File: config.mk
export PLATFORM = sky130hd
export DESIGN_NAME = tx_gearbox66
export DESIGN_NICKNAME = d
export VERILOG_FILES = /design/src/rtl/gb66_pkg.sv /design/src/rtl/gb66_seq_ctrl.sv /design/src/rtl/gb66_packer.sv /design/src/rtl/tx_gearbox66.sv
export SDC_FILE = /design/constraint.sdc
export NUM_CORES = 1
export LEC_CHECK = 0
export BUFFER_PORTS_ARGS = -buffer_cell sky130_fd_sc_hd__buf_2
export CORE_ASPECT_RATIO = 0.7
export CORE_MARGIN = 2
export CORE_UTILIZATION = 31
export DETAILED_ROUTE_END_ITERATION = 8
export GPL_TIMING_DRIVEN = 1
export HOLD_SLACK_MARGIN = 0.12
export PLACE_DENSITY = 0.56
export SYNTH_ARGS = -nofsm -noshare
export SYNTH_HDL_FRONTEND = slang
export SYNTH_SLANG_ARGS = --single-unit
File: constraint.sdc
create_clock -name clk -period 4.9 [get_ports clk]
set_clock_uncertainty 0.05 [all_clocks]
set_input_delay 0.49 -clock clk [delete_from_list [all_inputs] [get_ports clk]]
set_output_delay 0.49 -clock clk [all_outputs]
set_load 0.005 [all_outputs]
File: src/rtl/gb66_pkg.sv
package gb66_pkg;

  localparam int PAY_BITS       = 64;
  localparam int SYNC_BITS      = 2;
  localparam int BLKS_PER_CYCLE = 16;

  // accepting cycles per period
  function automatic int acc_cycles(input int w);
    return (BLKS_PER_CYCLE * PAY_BITS) / w;
  endfunction

  // pause cycles per period: enough to drain the collected sync bits
  function automatic int hold_cycles(input int w);
    return (BLKS_PER_CYCLE * SYNC_BITS) / w;
  endfunction

  function automatic int period_len(input int w);
    return acc_cycles(w) + hold_cycles(w);
  endfunction

  function automatic int words_per_blk(input int w);
    return PAY_BITS / w;
  endfunction

  // bits held in the residue register at the start of sequence step s
  function automatic int res_bits(input int s, input int w);
    int acc;
    int wpb;
    int sc;
    int drained;
    acc     = acc_cycles(w);
    wpb     = words_per_blk(w);
    sc      = (s > acc) ? acc : s;
    drained = (s > acc) ? w * (s - acc) : 0;
    return SYNC_BITS * ((sc + wpb - 1) / wpb) - drained;
  endfunction

endpackage

File: src/rtl/gb66_seq_ctrl.sv
module gb66_seq_ctrl #(
  parameter int DATA_W = 32,
  parameter int SEQ_W  = $clog2(gb66_pkg::period_len(DATA_W))
) (
  input  logic             clk,
  input  logic             rst,
  input  logic             start_i,
  output logic [SEQ_W-1:0] seq_o,
  output logic             active_o,
  output logic             accept_o,
  output logic             hdr_slot_o,
  output logic             ready_o,
  output logic             started_o
);
  localparam int ACC    = gb66_pkg::acc_cycles(DATA_W);
  localparam int HOLD   = gb66_pkg::hold_cycles(DATA_W);
  localparam int PERIOD = gb66_pkg::period_len(DATA_W);
  localparam int WPB    = gb66_pkg::words_per_blk(DATA_W);
  localparam int WPB_LG = $clog2(WPB);

  logic             started_q;
  logic [SEQ_W-1:0] seq_q;
  logic             wrap;
  logic [SEQ_W-1:0] low_run_q;

  assign active_o  = started_q | start_i;
  assign wrap      = (seq_q == SEQ_W'(PERIOD - 1));
  assign accept_o  = active_o && (seq_q < SEQ_W'(ACC));
  assign seq_o     = seq_q;
  assign started_o = started_q;

  generate
    if (WPB_LG > 0) begin : g_multi_word_blk
      assign hdr_slot_o = accept_o && (seq_q[WPB_LG-1:0] == '0);
    end else begin : g_single_word_blk
      assign hdr_slot_o = accept_o;
    end
  endgenerate

  assign ready_o = rst || !(started_q && (seq_q >= SEQ_W'(ACC - 1)));

  always_ff @(posedge clk) begin
    if (rst) begin
      started_q <= 1'b0;
      seq_q     <= '0;
    end else if (active_o) begin
      started_q <= 1'b1;
      seq_q     <= wrap ? '0 : seq_q + 1'b1;
    end
  end

  // length of the current low run of ready, watched by the assertions
  always_ff @(posedge clk) begin
    if (rst || ready_o) low_run_q <= '0;
    else                low_run_q <= low_run_q + 1'b1;
  end

  AST_LOW_RUN_LEN: assert property (@(posedge clk) disable iff (rst)
    $rose(ready_o) |-> low_run_q == SEQ_W'(HOLD + 1));
  AST_FALL_STILL_TAKES: assert property (@(posedge clk) disable iff (rst)
    $fell(ready_o) |-> accept_o);
  AST_FALL_THEN_PAUSE: assert property (@(posedge clk) disable iff (rst)
    $fell(ready_o) |=> !accept_o);
  AST_RISE_RESUMES: assert property (@(posedge clk) disable iff (rst)
    $rose(ready_o) |-> accept_o);
  AST_IDLE_READY: assert property (@(posedge clk) disable iff (rst)
    !started_q |-> ready_o);

endmodule

File: src/rtl/gb66_packer.sv
module gb66_packer #(
  parameter int DATA_W = 32,
  parameter int SEQ_W  = $clog2(gb66_pkg::period_len(DATA_W))
) (
  input  logic              clk,
  input  logic              rst,
  input  logic              active_i,
  input  logic              accept_i,
  input  logic              hdr_slot_i,
  input  logic [SEQ_W-1:0]  seq_i,
  input  logic [DATA_W-1:0] data_i,
  input  logic [1:0]        hdr_i,
  output logic [DATA_W-1:0] word_o,
  output logic              valid_o
);
  localparam int RES_W = gb66_pkg::BLKS_PER_CYCLE * gb66_pkg::SYNC_BITS;
  localparam int IN_W  = DATA_W + gb66_pkg::SYNC_BITS;
  localparam int BUF_W = RES_W + IN_W;
  localparam int LEN_W = $clog2(BUF_W + 1);

  logic [RES_W-1:0] res_q;
  logic [LEN_W-1:0] rlen;
  logic [IN_W-1:0]  in_bits;
  logic [BUF_W-1:0] merged;
  logic [BUF_W-1:0] shifted;

  assign rlen = LEN_W'(gb66_pkg::res_bits(int'(seq_i), DATA_W));

  always_comb begin
    if (hdr_slot_i)    in_bits = {data_i, hdr_i};
    else if (accept_i) in_bits = {2'b00, data_i};
    else               in_bits = '0;
  end

  assign merged  = BUF_W'(res_q) | (BUF_W'(in_bits) << rlen);
  assign shifted = merged >> DATA_W;

  always_ff @(posedge clk) begin
    if (rst) begin
      res_q   <= '0;
      word_o  <= '0;
      valid_o <= 1'b0;
    end else if (active_i) begin
      res_q   <= shifted[RES_W-1:0];
      word_o  <= merged[DATA_W-1:0];
      valid_o <= 1'b1;
    end
  end

  AST_RES_CLEAN: assert property (@(posedge clk) disable iff (rst)
    (res_q >> rlen) == '0);
  AST_DRAIN_FULL: assert property (@(posedge clk) disable iff (rst)
    (active_i && !accept_i) |-> rlen >= LEN_W'(DATA_W));
  AST_VALID_STICKY: assert property (@(posedge clk) disable iff (rst)
    valid_o |=> valid_o);
  AST_IDLE_KEEPS: assert property (@(posedge clk) disable iff (rst)
    !active_i |=> $stable(res_q));

endmodule

File: src/rtl/tx_gearbox66.sv
module tx_gearbox66 #(
  parameter int DATA_W = 32
) (
  input  logic              clk,
  input  logic              rst,
  input  logic [DATA_W-1:0] tx_data,
  input  logic [2:0]        tx_hdr,
  input  logic              tx_start,
  output logic              tx_ready,
  output logic [DATA_W-1:0] out_word,
  output logic              out_valid
);
  localparam int SEQ_W = $clog2(gb66_pkg::period_len(DATA_W));

  logic [SEQ_W-1:0] seq;
  logic             active;
  logic             accept;
  logic             hdr_slot;
  logic             started;
  logic             unused_hdr_msb;

  assign unused_hdr_msb = tx_hdr[2];

  initial begin
    AST_WIDTH_LEGAL: assert (DATA_W == 32 || DATA_W == 16);
  end

  gb66_seq_ctrl #(.DATA_W(DATA_W), .SEQ_W(SEQ_W)) i_ctrl (
    .clk        (clk),
    .rst        (rst),
    .start_i    (tx_start),
    .seq_o      (seq),
    .active_o   (active),
    .accept_o   (accept),
    .hdr_slot_o (hdr_slot),
    .ready_o    (tx_ready),
    .started_o  (started)
  );

  gb66_packer #(.DATA_W(DATA_W), .SEQ_W(SEQ_W)) i_pack (
    .clk        (clk),
    .rst        (rst),
    .active_i   (active),
    .accept_i   (accept),
    .hdr_slot_i (hdr_slot),
    .seq_i      (seq),
    .data_i     (tx_data),
    .hdr_i      (tx_hdr[1:0]),
    .word_o     (out_word),
    .valid_o    (out_valid)
  );

  AST_IDLE_NO_VALID: assert property (@(posedge clk) disable iff (rst)
    (!started && !tx_start) |=> !out_valid);
  AST_START_VALID: assert property (@(posedge clk) disable iff (rst)
    (!started && tx_start) |=> out_valid);

endmodule

Yosys cells after proc, flatten, opt, wreduce, memory -nomap -nowiden. Index checks and enable logic that the tools add are counted.

Flip-flop bits (word level): 71. Bits of input ports: 38. Output and inout bits: 34. Logic and storage cells: 29.

Add/subtract/negate cells: 6. Magnitude comparators: 3. Eq/ne operators: 1. Shift-type cells: 1. Mux-type cells: 5. Bitwise operators: 4. Reduce and logical (&&, ||, !) cells: 5.

Operators by type and width (number): 32-bit by 64-bit bitwise OR with 64-bit output (1); 34-bit by 7-bit left shift with 64-bit output (1); 34-bit two-way mux (1); 32-bit by 3-bit adder with 32-bit output (second input constant) (1); 32-bit two-way mux (1); 32-bit by 2-bit subtractor with 32-bit output (second input constant) (1); 6-bit two-way mux (2); 7-bit two-way mux (1); 7-bit subtractor (1); 6-bit by 1-bit adder with 6-bit output (1); 6-bit by 1-bit adder with 6-bit output (second input constant) (1); 6-bit == test (second input constant) (1); 6-bit by 5-bit >= comparator with 1-bit output (second input constant) (1); 6-bit > comparator (second input constant) (1); 6-bit < comparator (second input constant) (1); 1-bit logical AND (3); 2-bit by 1-bit subtractor with 2-bit output (second input constant) (1); 1-bit bitwise AND (1); 1-bit logical NOT (1); 1-bit logical OR (1); 1-bit inverter (1); 1-bit bitwise OR (1).

Longest topological paths before layout. Gate-level depths: netlist (run 1).

Word-level depth: 9. Mapped depth: 18. Depth with buffers taken out: 11.

Cells and area by module. A second synthesis (run 1) with hierarchy kept.

Cell total of the unflattened synthesis: 663. Area, all modules: 5390.2 µm².

Modules (own cells, without submodules): gb66_packer (instances 1, cells each 622, area each 5049.8 µm², seq. area each 1301.2 µm²); gb66_seq_ctrl (instances 1, cells each 41, area each 340.3 µm², seq. area each 140.1 µm²).

Worst setup path after synthesis (run 1). No wires, ideal clock.

Kind: flip-flop to flip-flop. Start point: register i_ctrl.seq_q[0] (netlist: i_ctrl.seq_o[0]). End point: register i_pack.res_q[29]. Setup time: 0.122 ns. Arrival: 3.830 ns. Data required time: 4.728 ns. Path slack: 0.898 ns. Cell stages (with the launch flop): 17. Buffers on the path: 5. Clock period less this slack: 4.002 ns. Cell sequence: dfxtp_1 -> buf_6 -> buf_6 -> buf_4 -> buf_2 -> clkinv_1 -> ha_1 -> or4b_1 -> a21oi_1 -> ha_1 -> buf_4 -> xor2_1 -> nand2_1 -> a31oi_2 -> nor2_1 -> mux4_2 -> a221o_1.

Cells in the longest elaborated chain, start to end: 9. Elaborated cells between the ends (all ways): 17. Those cells by class: add/sub (5); order compare (2); shift (1); mux (4); bitwise (3); reduce/logical (2).

RTL lines: from (decl) (line gb66_seq_ctrl.sv:22) `logic [SEQ_W-1:0] seq_q;`; from (signal assigned) (line gb66_seq_ctrl.sv:48) `seq_q <= wrap ? '0 : seq_q + 1'b1;`; 6-bit > comparator (line gb66_pkg.sv:33, gb66_pkg.sv:34); 6-bit two-way mux (line gb66_pkg.sv:33) `sc = (s > acc) ? acc : s;`; 32-bit by 3-bit adder with 32-bit output (line gb66_pkg.sv:35) `return SYNC_BITS * ((sc + wpb - 1) / wpb) - drained;`; 32-bit by 2-bit subtractor with 32-bit output (line gb66_pkg.sv:35); 1-bit bitwise AND (no line); 6-bit by 1-bit adder with 6-bit output (no line); 7-bit subtractor (line gb66_pkg.sv:35); 34-bit by 7-bit left shift with 64-bit output * (line gb66_packer.sv:35) `assign merged = BUF_W'(res_q) | (BUF_W'(in_bits) << rlen);`; 32-bit by 64-bit bitwise OR with 64-bit output * (line gb66_packer.sv:35); to (signal assigned) (line gb66_packer.sv:44) `res_q <= shifted[RES_W-1:0];`; to (decl) (line gb66_packer.sv:21) `logic [RES_W-1:0] res_q;`.

Mark *: on every way between the ends. The rest lies on a longest branch, timed or not. A chain may end at the register's enable or synchronous reset.

Final worst setup path (run 1).
Start point: register i_ctrl.seq_q[0] (netlist: i_ctrl.seq_o[0]). End point: register i_pack.word_o[12].

Cells in the longest elaborated chain, start to end: 9. Elaborated cells between the ends (all ways): 17. Those cells by class: add/sub (5); order compare (2); shift (1); mux (4); bitwise (3); reduce/logical (2).

RTL lines: 6-bit > comparator (line gb66_pkg.sv:33, gb66_pkg.sv:34); 6-bit two-way mux (line gb66_pkg.sv:33); 32-bit by 3-bit adder with 32-bit output (line gb66_pkg.sv:35); 32-bit by 2-bit subtractor with 32-bit output (line gb66_pkg.sv:35); 1-bit bitwise AND (no line); 6-bit by 1-bit adder with 6-bit output (no line); 7-bit subtractor (line gb66_pkg.sv:35); 34-bit by 7-bit left shift with 64-bit output * (line gb66_packer.sv:35); 32-bit by 64-bit bitwise OR with 64-bit output * (line gb66_packer.sv:35); to (signal assigned) (line gb66_packer.sv:45) `word_o <= merged[DATA_W-1:0];`; to (decl) (line gb66_packer.sv:13) `output logic [DATA_W-1:0] word_o,`.

Marked as above.

==> qor.txt, run 1 <==
Total GRT Usage: 0.2246
Clock Pin Slew Worst Setup and Hold Paths: 0.07 ns
Via count: 6364
Ys flop type: dfxtp_1
Pwr Density: 315.1 mW/mm^2
Outcome: finished, final reports clean
Cts-stage hold buffer count: 0
GRT Residual Overflow: 0
Port Buffers: 70
Insertion delay to the later sink of the worst-skew pair: 0.35 ns
Hold EP: i_pack.valid_o$_SDFFE_PP0N_
Largest net degree at the start of global routing: 53
Buf+Inv Stages, Crit Path: 1
Leakage: 0.002670 uW
Initial antenna violation count: 0
Asr flop ratio synth: 0
Most Frequent Cell on Critical Path: ha_1
Final hold violation count: 0
Tcrit/Tclk final: 0.8789
Hold depth: 2
IO Count: 72
R2R Setup Slk: 0.59 ns
H-tree depth: 3
Slew @ Worst Pin: 1.234 ns
Max Slew Vio Count: 0
Top Family by Delay on Critical Path: simple AND/OR/NAND/NOR gates
Ant diodes: 0
Largest cells by area after synthesis: dfxtp_1 (23%), mux2i_1 (8.9%), mux4_2 (7.1%)
FILL cells: 2019
Relative slew slack: 0.1711
FP Rows: 42
Post-synth EDFFs: 0
Tightest hold margin: 0.3369 ns
Post-synthesis sequential area ratio: 0.2342
Die Y: 121.1 um
Die area: 0.02073 mm^2
Post-route cell area: 0.006897 mm^2
Core Area: 0.01902 mm^2
Path depth of the worst reg2reg path: 11
Min Clock Period, post-route: 4.307 ns
Post-synth top area share: 0.2342
CP max-delay cell: nor3_2
Yosys top cell by area: dfxtp_1
CTS tree: yes
CTS root buf: clkbuf_16
Critical-path cell list: clkinv_1 > ha_1 > or4b_1 > a21oi_1 > ha_1 > and3_1 > mux2i_2 > nand2_1 > nor3_2 > o21ai_0 > a211oi_1
CTS Buf Count: 9
Initial DRC count: 933
Die Span X: 171.2 um
CTS Sinks: 71
Routed WL: 22790 um
Final setup fails: 0
Crit path launch type: flop
RR Startpoint: i_ctrl.seq_o[0]$_SDFFE_PP0N_
Initial Util: 0.3190
Worst EP arrival: 4.52 ns
Hold Startpoint: rst
Remaining antenna violation count after routing: 0
Hold Path Class: input port to flop
Drt pass-1 iters: 5
Placed cell areas: 0.006598 mm^2
Mapped Nets: 787
Share of cells above drive strength 1: 0.2204
CP Capture Type: flop
Mapped Avg Cell Area: 8.145 um^2
DRC: 0
Detailed-placement wirelength estimate: 16510 um
Global-route wire length before repair: 35380 um
Vias/cell: 6.067
Max incr delay on CP: 0.72 ns
Worst EP required: 5.11 ns
Kind of critical path: flop to flop
WL/cell: 21.73 um
Layout Utilization: 0.3625
Reg-to-Reg End: i_pack.word_o[12]$_SDFFE_PP0N_
Max-cap violations: 0
Flops & latches, synth: 71
Syn Std Cell Area: 0.006068 mm^2
Yosys warns: 0
Cts repair resizes: 0
Syn Inst Count: 745
Vias in the first global route: 5830
Unrepaired setup endpoints after global routing: no
Post-Route Setup TNS: 0 ns
Final Wtd Congestion: 0.9569
Clock buffer depth: 2
Post-CTS setup buffers: 0
Layout Nets: 822
Fmax: 232.2 MHz
Peak VDD IR: 0.1943 mV
Total Power: 2173 uW
CP max FO: 7
P&R area growth vs syn: 13.65%
Library cells used by synthesis: 72
[layout make-up]
cell class                      count  area (um^2)  share of cell area
Sequential cell                    71         1423              0.2063
Clock buffer                       10        239.0             0.03465
Timing Repair Buffer               89        493.0             0.07148
Tap cell                          264        330.3             0.04790
Clock inverter                      6        60.06            0.008708
Multi-Input combinational cell    601         4322              0.6266
Inverter                            8        30.03            0.004354
[power by group]
part	switching, uW	internal, uW
Combinational	514	327
Clock	280	406
Sequential	26.1	620
Total	820	1350
[cells by family (layout without fill, tap and decap cells)]
family | count (synthesis) | after routing | share of synthesized area
xor+xnor | 9 | 9 | 0.01608
buf+inv | 73 | 113 | 0.05753
flops | 71 | 71 | 0.2342
compound gates | 188 | 188 | 0.2099
simple gates | 286 | 286 | 0.2204
mux | 114 | 114 | 0.2536
fa+ha+maj | 4 | 4 | 0.008248
[registers in the layout, summed over array words and instances (netlist names)]
signal / cells
i_ctrl.seq_o: 6
i_pack.res_q: 32
i_pack.valid_o: 1
i_pack.word_o: 32
[worst max path at each step]
stage / startpoint / to / slack, ns / depth (start not counted)
after floorplan: i_ctrl.seq_o[0]$_SDFFE_PP0N_ / i_pack.res_q[29]$_SDFFE_PP0N_ / 0.90 / 16
after detailed placement: i_ctrl.seq_o[0]$_SDFFE_PP0N_ / i_pack.res_q[27]$_SDFFE_PP0N_ / 0.80 / 10
after global routing: i_ctrl.seq_o[1]$_SDFFE_PP0N_ / i_pack.res_q[25]$_SDFFE_PP0N_ / 0.39 / 11
final: i_ctrl.seq_o[0]$_SDFFE_PP0N_ / i_pack.word_o[12]$_SDFFE_PP0N_ / 0.59 / 11
after CTS: i_ctrl.seq_o[0]$_SDFFE_PP0N_ / i_pack.res_q[27]$_SDFFE_PP0N_ / 0.79 / 10
after global placement: i_ctrl.seq_o[0]$_SDFFE_PP0N_ / i_pack.res_q[27]$_SDFFE_PP0N_ / 0.85 / 10
[layout by cell type, fill, tap and decap left out, drive strengths merged, types with 5 or more instances in the layout]
master / instances
a31oi: 14
nand4: 11
o22ai: 7
o31ai: 5
nand3: 18
clkinv: 5
nor3: 34
buf: 89
mux2i: 54
o21ai: 41
nand2: 93
and3: 9
a211oi: 20
a21oi: 34
a32oi: 6
mux4: 26
and2: 14
a22oi: 10
nand2b: 6
nor2: 78
dfxtp: 71
o211ai: 8
a221oi: 7
xor2: 5
inv: 6
nor4: 9
clkbuf: 10
mux2: 34
[Yosys cell counts (13+ instances only)]
master    instances
a31oi_1          13
clkbuf_1         33
mux2_2           33
a211oi_1         20
mux2i_1          54
nor2_1           78
a21oi_1          34
o21ai_0          38
nor3_1           32
dfxtp_1          71
nand2_1          93
mux4_2           19
buf_2            20
nand3_1          18
[metrics by stage]
stage,cells,setup slack [ns]
after floorplan,745,0.8983
after global placement,1033,0.8464
after detailed placement,1033,0.8016
after CTS,1049,0.7860
after global routing,1049,0.3940
final,1049,0.5933
[per-layer routing]
metal  wire (um)  vias up  part of all wire  GRT usage
met5           0        -                 0          0
met1       10380     3043              0.46     0.3276
met4         545        0             0.024    0.06038
met3        2965       49              0.13    0.08545
li1            -     2886                 -          -
met2        8901      386              0.39     0.3042
(Power assumes the default switching activity.)
==> run 2, diff against run 1 <==
--- a/config.mk
+++ b/config.mk
@@ -5,7 +5,7 @@
 export SDC_FILE = /design/constraint.sdc
 export NUM_CORES = 1
 export LEC_CHECK = 0
-export BUFFER_PORTS_ARGS = -buffer_cell sky130_fd_sc_hd__buf_2
+export BUFFER_PORTS_ARGS = -buffer_cell sky130_fd_sc_hd__buf_4
 export CORE_ASPECT_RATIO = 0.7
 export CORE_MARGIN = 2
 export CORE_UTILIZATION = 31
==> qor.txt, run 2 (synthesized netlist as in run 1, its figures left out) <==
P&R area growth vs syn: 16.66%
Area of the multi-input gates: 0.004322 mm^2 (unchanged)
Max-cap violations: 0 (unchanged)
Leakage: 0.002715 uW (+1.7%)
Max incr delay on CP: 0.83 ns (+0.11 ns)
Drt pass-1 iters: 7 (+2)
Relative slew slack: 0.3637 (+0.1925)
Detailed-placement wirelength estimate: 16620 um (+0.63%)
Hold Path Class: flop to flop
Via count: 6320 (-0.69%)
Combinational share of power: 0.394 (+0.007)
Most common cell after layout, fill and taps aside: nand2_1
Tightest hold margin: 0.4025 ns (+0.06553 ns)
P_int: 1377 uW (+1.8%)
Die Span X: 171.2 um (unchanged)
Slew @ Worst Pin: 0.9545 ns (-0.2793 ns)
CTS root buf: clkbuf_16
Outcome: finished, final reports clean
CTS tree: yes
H-tree depth: 3 (unchanged)
Cts repair resizes: 0 (unchanged)
Final setup fails: 0 (unchanged)
Core Area: 0.01902 mm^2 (unchanged)
Insertion delay to the later sink of the worst-skew pair: 0.35 ns (about the same)
Remaining antenna violation count after routing: 0 (unchanged)
Final Wtd Congestion: 0.9320 (-2.6%)
IO Count: 72 (unchanged)
RR Startpoint: i_ctrl.seq_o[0]$_SDFFE_PP0N_
Clock buffer depth: 2 (unchanged)
Port Buffers: 70 (unchanged)
Layout Nets: 823 (+0.12%)
Kind of critical path: flop to flop
Post-CTS setup buffers: 0 (unchanged)
Unrepaired setup endpoints after global routing: no
Total Power: 2189 uW (+0.73%)
Die Y: 121.1 um (unchanged)
Vias in the first global route: 5812 (-0.31%)
Max Slew Vio Count: 0 (unchanged)
Most frequent cells in the layout: nand2_1 (93), buf_4 (90), nor2_1 (77)
Placed cell areas: 0.006780 mm^2 (+2.8%)
Total GRT Usage: 0.2234 (-0.001138)
DRC: 0 (unchanged)
CTS Buf Count: 9 (unchanged)
Peak VDD IR: 0.1571 mV (-19%)
FILL cells: 2028 (+0.45%)
Crit path launch type: flop
Fmax: 236.0 MHz (+1.6%)
WL/cell: 21.69 um (-0.16%)
Sequential Power Share: 0.296 (about the same)
Worst EP required: 5.10 ns (about the same)
Vias/cell: 6.019 (-0.79%)
Largest net degree at the start of global routing: 53 (unchanged)
Routed WL: 22780 um (about the same)
Worst EP arrival: 4.44 ns (-0.08 ns)
Initial antenna violation count: 0 (unchanged)
Hold Startpoint: i_pack.res_q[6]$_SDFFE_PP0N_
Tcrit/Tclk final: 0.8647 (-0.01423)
Critical-path cell list: clkinv_1 > ha_1 > or4b_1 > a21oi_1 > ha_1 > xnor2_4 > mux4_1 > o21ai_0 > mux2i_1 > o31ai_1
Initial Util: 0.3190 (unchanged)
Share of cells above drive strength 1: 0.2214 (+0.0009919)
Final hold violation count: 0 (unchanged)
Clock Pin Slew Worst Setup and Hold Paths: 0.07 ns (about the same)
Sw frac: 0.3711 (-0.006435)
Path depth of the worst reg2reg path: 10 (-1)
Hold depth: 2 (unchanged)
FP Rows: 42 (unchanged)
Sw Pwr: 812.4 uW (-0.98%)
Ant diodes: 0 (unchanged)
Flip-flop and latch area: 0.001423 mm^2 (unchanged)
Min Clock Period, post-route: 4.237 ns (-0.06972 ns)
Crit path launch: i_ctrl.seq_o[0]$_SDFFE_PP0N_
Pwr Density: 309.3 mW/mm^2 (-1.9%)
CP max-delay cell: xnor2_4
Initial DRC count: 873 (-6.4%)
GRT Residual Overflow: 0 (unchanged)
CP Capture Type: flop
Cts-stage hold buffer count: 0 (unchanged)
Most Frequent Cell on Critical Path: ha_1
Die area: 0.02073 mm^2 (unchanged)
Post-Route Setup TNS: 0 ns (unchanged)
CTS Sinks: 71 (unchanged)
Global-route wire length before repair: 35120 um (-0.72%)
Clock Power Share: 0.309 (-0.007)
CP max FO: 23 (+16)
Post-route cell area: 0.007079 mm^2 (+2.6%)
-- run 2: stage by stage --
step | setup WS (ns) | utilization | instances
after global placement | 0.8407 | 0.3564 | 1034
after global routing | 0.4497 | 0.3721 | 1050
final | 0.6630 | 0.3721 | 1050
after floorplan | 0.8983 | - | 745
after detailed placement | 0.7621 | 0.3564 | 1034
after CTS | 0.7417 | 0.3721 | 1050
-- run 2: path summary, 6_finish.rpt --
kind | to | slack [ns]
max reg2reg | i_pack.res_q[27]$_SDFFE_PP0N_ | 0.66
min | i_pack.res_q[6]$_SDFFE_PP0N_ | 0.40
max | i_pack.res_q[27]$_SDFFE_PP0N_ | 0.66
min reg2reg | i_pack.res_q[6]$_SDFFE_PP0N_ | 0.40
-- run 2: worst max-delay path: cells and delay by family, from the launching register on --
family / cells / cell delay [ns]
AOI/OAI and AO/OA: 3 / 0.76
xor gates and xnor gates: 1 / 0.83
adders and majority gates: 2 / 0.74
buffers and inverters: 1 / 0.29
DFF: 1 / 0.33
muxes: 2 / 0.91
and+or+nand+nor: 1 / 0.22
-- run 2: final cells by class --
| class | count | share of cell area |
|---|---|---|
| clock buffer | 10 | 0.03376 |
| clock inverter | 6 | 0.008484 |
| inverter | 8 | 0.004242 |
| multi-input combinational | 601 | 0.6105 |
| sequential | 71 | 0.2010 |
| tap | 264 | 0.04666 |
| timing repair buffer | 90 | 0.09544 |
-- run 2: power by group through the flow --
stage	Clock, uW	Sequential [uW]	Combinational (uW)
finish	677	649	863
global route	705	654	923
CTS	682	650	844
detailed placement	0	662	840
global placement	0	660	839
floorplan	0	656	552
-- run 2: per-layer routing --
metal  up-vias  routed length (um)  share of wire  GRT usage
li1       2893                   -              -          -
met1      3050               10600           0.47     0.3330
met2       334                9085           0.40     0.3092
met3        41                2503           0.11    0.06360
met4         2                 557          0.024    0.06303
met5         -                  28         0.0012          0
==> run 3, diff against run 2 <==
--- a/config.mk
+++ b/config.mk
@@ -12,7 +12,7 @@
 export DETAILED_ROUTE_END_ITERATION = 8
 export GPL_TIMING_DRIVEN = 1
 export HOLD_SLACK_MARGIN = 0.12
-export PLACE_DENSITY = 0.56
+export PLACE_DENSITY = 0.44
 export SYNTH_ARGS = -nofsm -noshare
 export SYNTH_HDL_FRONTEND = slang
 export SYNTH_SLANG_ARGS = --single-unit
==> qor.txt, run 3 (synthesized netlist as in run 1, its figures left out) <==
Clock Pin Slew Worst Setup and Hold Paths: 0.07 ns (about the same)
Remaining antenna violation count after routing: 0 (unchanged)
Kind of critical path: flop to flop
P&R area growth vs syn: 17.81%
Clock buffer depth: 2 (unchanged)
Final hold violation count: 0 (unchanged)
CP Capture Point: i_pack.res_q[24]$_SDFFE_PP0N_
Total GRT Usage: 0.2388 (+0.01540)
Via count: 6215 (-1.7%)
Crit path launch: i_ctrl.seq_o[1]$_SDFFE_PP0N_
Final Wtd Congestion: 0.8904 (-4.5%)
Reg-to-Reg End: i_pack.res_q[24]$_SDFFE_PP0N_
CTS root buf: clkbuf_16
GRT Residual Overflow: 0 (unchanged)
Outcome: finished, final reports clean
Initial Util: 0.3190 (unchanged)
Vias in the first global route: 5854 (+0.72%)
Cts-stage hold buffer count: 0 (unchanged)
Buf+Inv Stages, Crit Path: 1 (unchanged)
Final setup fails: 0 (unchanged)
Max-cap violations: 0 (unchanged)
Worst EP required: 5.08 ns (-0.02 ns)
Post-Route Setup TNS: 0 ns (unchanged)
Worst setup margin: 0.6389 ns (-0.02412 ns)
Place WS: 0.7040 ns (-0.05812 ns)
Hold depth: 2 (unchanged)
Tcrit/Tclk final: 0.8696 (+0.004923)
Fmax: 234.7 MHz (-0.57%)
Die area: 0.02073 mm^2 (unchanged)
Largest net degree at the start of global routing: 53 (unchanged)
Critical Path Stages: 11 (+1)
Most common cell after layout, fill and taps aside: buf_4
Port Buffers: 70 (unchanged)
Min Clock Period, post-route: 4.261 ns (+0.02412 ns)
Drt pass-1 iters: 5 (-2)
CP max-delay cell: xor2_1
Die Y: 121.1 um (unchanged)
Cts repair resizes: 0 (unchanged)
Unrepaired setup endpoints after global routing: no
Share of cells above drive strength 1: 0.2273 (+0.005899)
CP Capture Type: flop
Initial antenna violation count: 0 (unchanged)
Routed WL: 24330 um (+6.8%)
DRC: 0 (unchanged)
Path depth of the worst reg2reg path: 11 (+1)
Top Family by Delay on Critical Path: simple AND/OR/NAND/NOR gates
Peak VDD IR: 0.1463 mV (-6.9%)
IO Count: 72 (unchanged)
Layout Nets: 829 (+0.73%)
Slew @ Worst Pin: 0.9568 ns (+0.002353 ns)
WL/cell: 23.02 um (+6.1%)
Leakage: 0.002747 uW (+1.2%)
Relative slew slack: 0.3621 (-0.001568)
R2R Setup Slk: 0.64 ns (-0.02 ns)
Core Area: 0.01902 mm^2 (unchanged)
RR Startpoint: i_ctrl.seq_o[1]$_SDFFE_PP0N_
Max incr delay on CP: 0.76 ns (-0.07 ns)
CTS Buf Count: 9 (unchanged)
CTS Sinks: 71 (unchanged)
Detailed-placement wirelength estimate: 18030 um (+8.5%)
H-tree depth: 3 (unchanged)
Global-route wire length before repair: 36890 um (+5.0%)
Worst EP arrival: 4.44 ns (about the same)
CP max FO: 10 (-57%)
Initial DRC count: 696 (-20%)
Total Power: 2252 uW (+2.9%)
Most Frequent Cell on Critical Path: ha_1
Critical-path cell list: inv_1 > ha_1 > or4b_1 > a21oi_1 > ha_1 > xor2_1 > nor2_1 > and3_1 > a32oi_1 > o21ai_0 > a32o_1
FP Rows: 42 (unchanged)
Pwr Density: 315.0 mW/mm^2 (+1.9%)
Insertion delay to the later sink of the worst-skew pair: 0.34 ns (about the same)
Post-CTS setup buffers: 0 (unchanged)
Vias/cell: 5.880 (-2.3%)
Max Slew Vio Count: 0 (unchanged)
Most frequent cells in the layout: buf_4 (96), nand2_1 (93), nor2_1 (77)
Crit path launch type: flop
Die Span X: 171.2 um (unchanged)
Hold Path Class: flop to flop
CTS tree: yes
[run 3: cell count changes in the layout (fill, tap and decap cells not counted)]
cell / delta
buf_4: +6
bufinv_16: +1
clkbuf_8: -1
clkinv_2: -2
clkinvlp_4: +1
diode_2: +1
inv_6: +1
[run 3: per-layer routing]
metal / up-vias / GRT usage / share of wire
met4: 0 / 0.04926 / 0.019
met2: 268 / 0.3415 / 0.41
li1: 2894 / - / -
met3: 38 / 0.05251 / 0.075
met5: - / 0 / 0
met1: 3015 / 0.3636 / 0.49
[run 3: area by class of cell]
cell class	instances	area, um^2
clock buffer	9	225.2
sequential	71	1423
clock inverter	7	96.34
antenna	1	2.502
multi-input combinational	601	4322
tap	264	330.3
fill	2018	11870
inverter	8	30.03
timing repair buffer	96	720.7
[run 3: worst min path at each step]
stage / from / slack [ns] / end
CTS: i_pack.res_q[6]$_SDFFE_PP0N_ / 0.41 / i_pack.res_q[6]$_SDFFE_PP0N_
global route: i_pack.res_q[5]$_SDFFE_PP0N_ / 0.44 / i_pack.res_q[5]$_SDFFE_PP0N_
floorplan: i_pack.res_q[3]$_SDFFE_PP0N_ / 0.37 / i_pack.res_q[3]$_SDFFE_PP0N_
finish: i_pack.res_q[6]$_SDFFE_PP0N_ / 0.41 / i_pack.res_q[6]$_SDFFE_PP0N_
global placement: i_pack.res_q[6]$_SDFFE_PP0N_ / 0.40 / i_pack.res_q[6]$_SDFFE_PP0N_
detailed placement: i_pack.res_q[6]$_SDFFE_PP0N_ / 0.40 / i_pack.res_q[6]$_SDFFE_PP0N_
[run 3: worst reg2reg max path: stages, from the launching register on]
cell and delay, ns:
dfxtp_1 0.40, inv_1 0.16, ha_1 0.18, or4b_1 0.51
a21oi_1 0.18, ha_1 0.45, xor2_1 0.76, nor2_1 0.41
and3_1 0.41, a32oi_1 0.24, o21ai_0 0.13, a32o_1 0.27
[run 3: report_power, final]
| part | internal (uW) | switching [uW] | total (uW) |
|---|---|---|---|
| clock network | 447 | 281 | 728 |
| registers | 620 | 27.5 | 647 |
| logic | 353 | 524 | 877 |
[run 3: through the flow]
stage | area, um^2 | hold WS (ns) | cells | util
final | 7149 | 0.4052 | 1057 | 0.3758
after global routing | 7147 | 0.4384 | 1056 | 0.3757
after CTS | 7147 | 0.4051 | 1056 | 0.3757
after detailed placement | 6825 | 0.3970 | 1040 | 0.3588
after global placement | 6825 | 0.3963 | 1040 | 0.3588
after floorplan | 6068 | 0.3705 | 745 | -
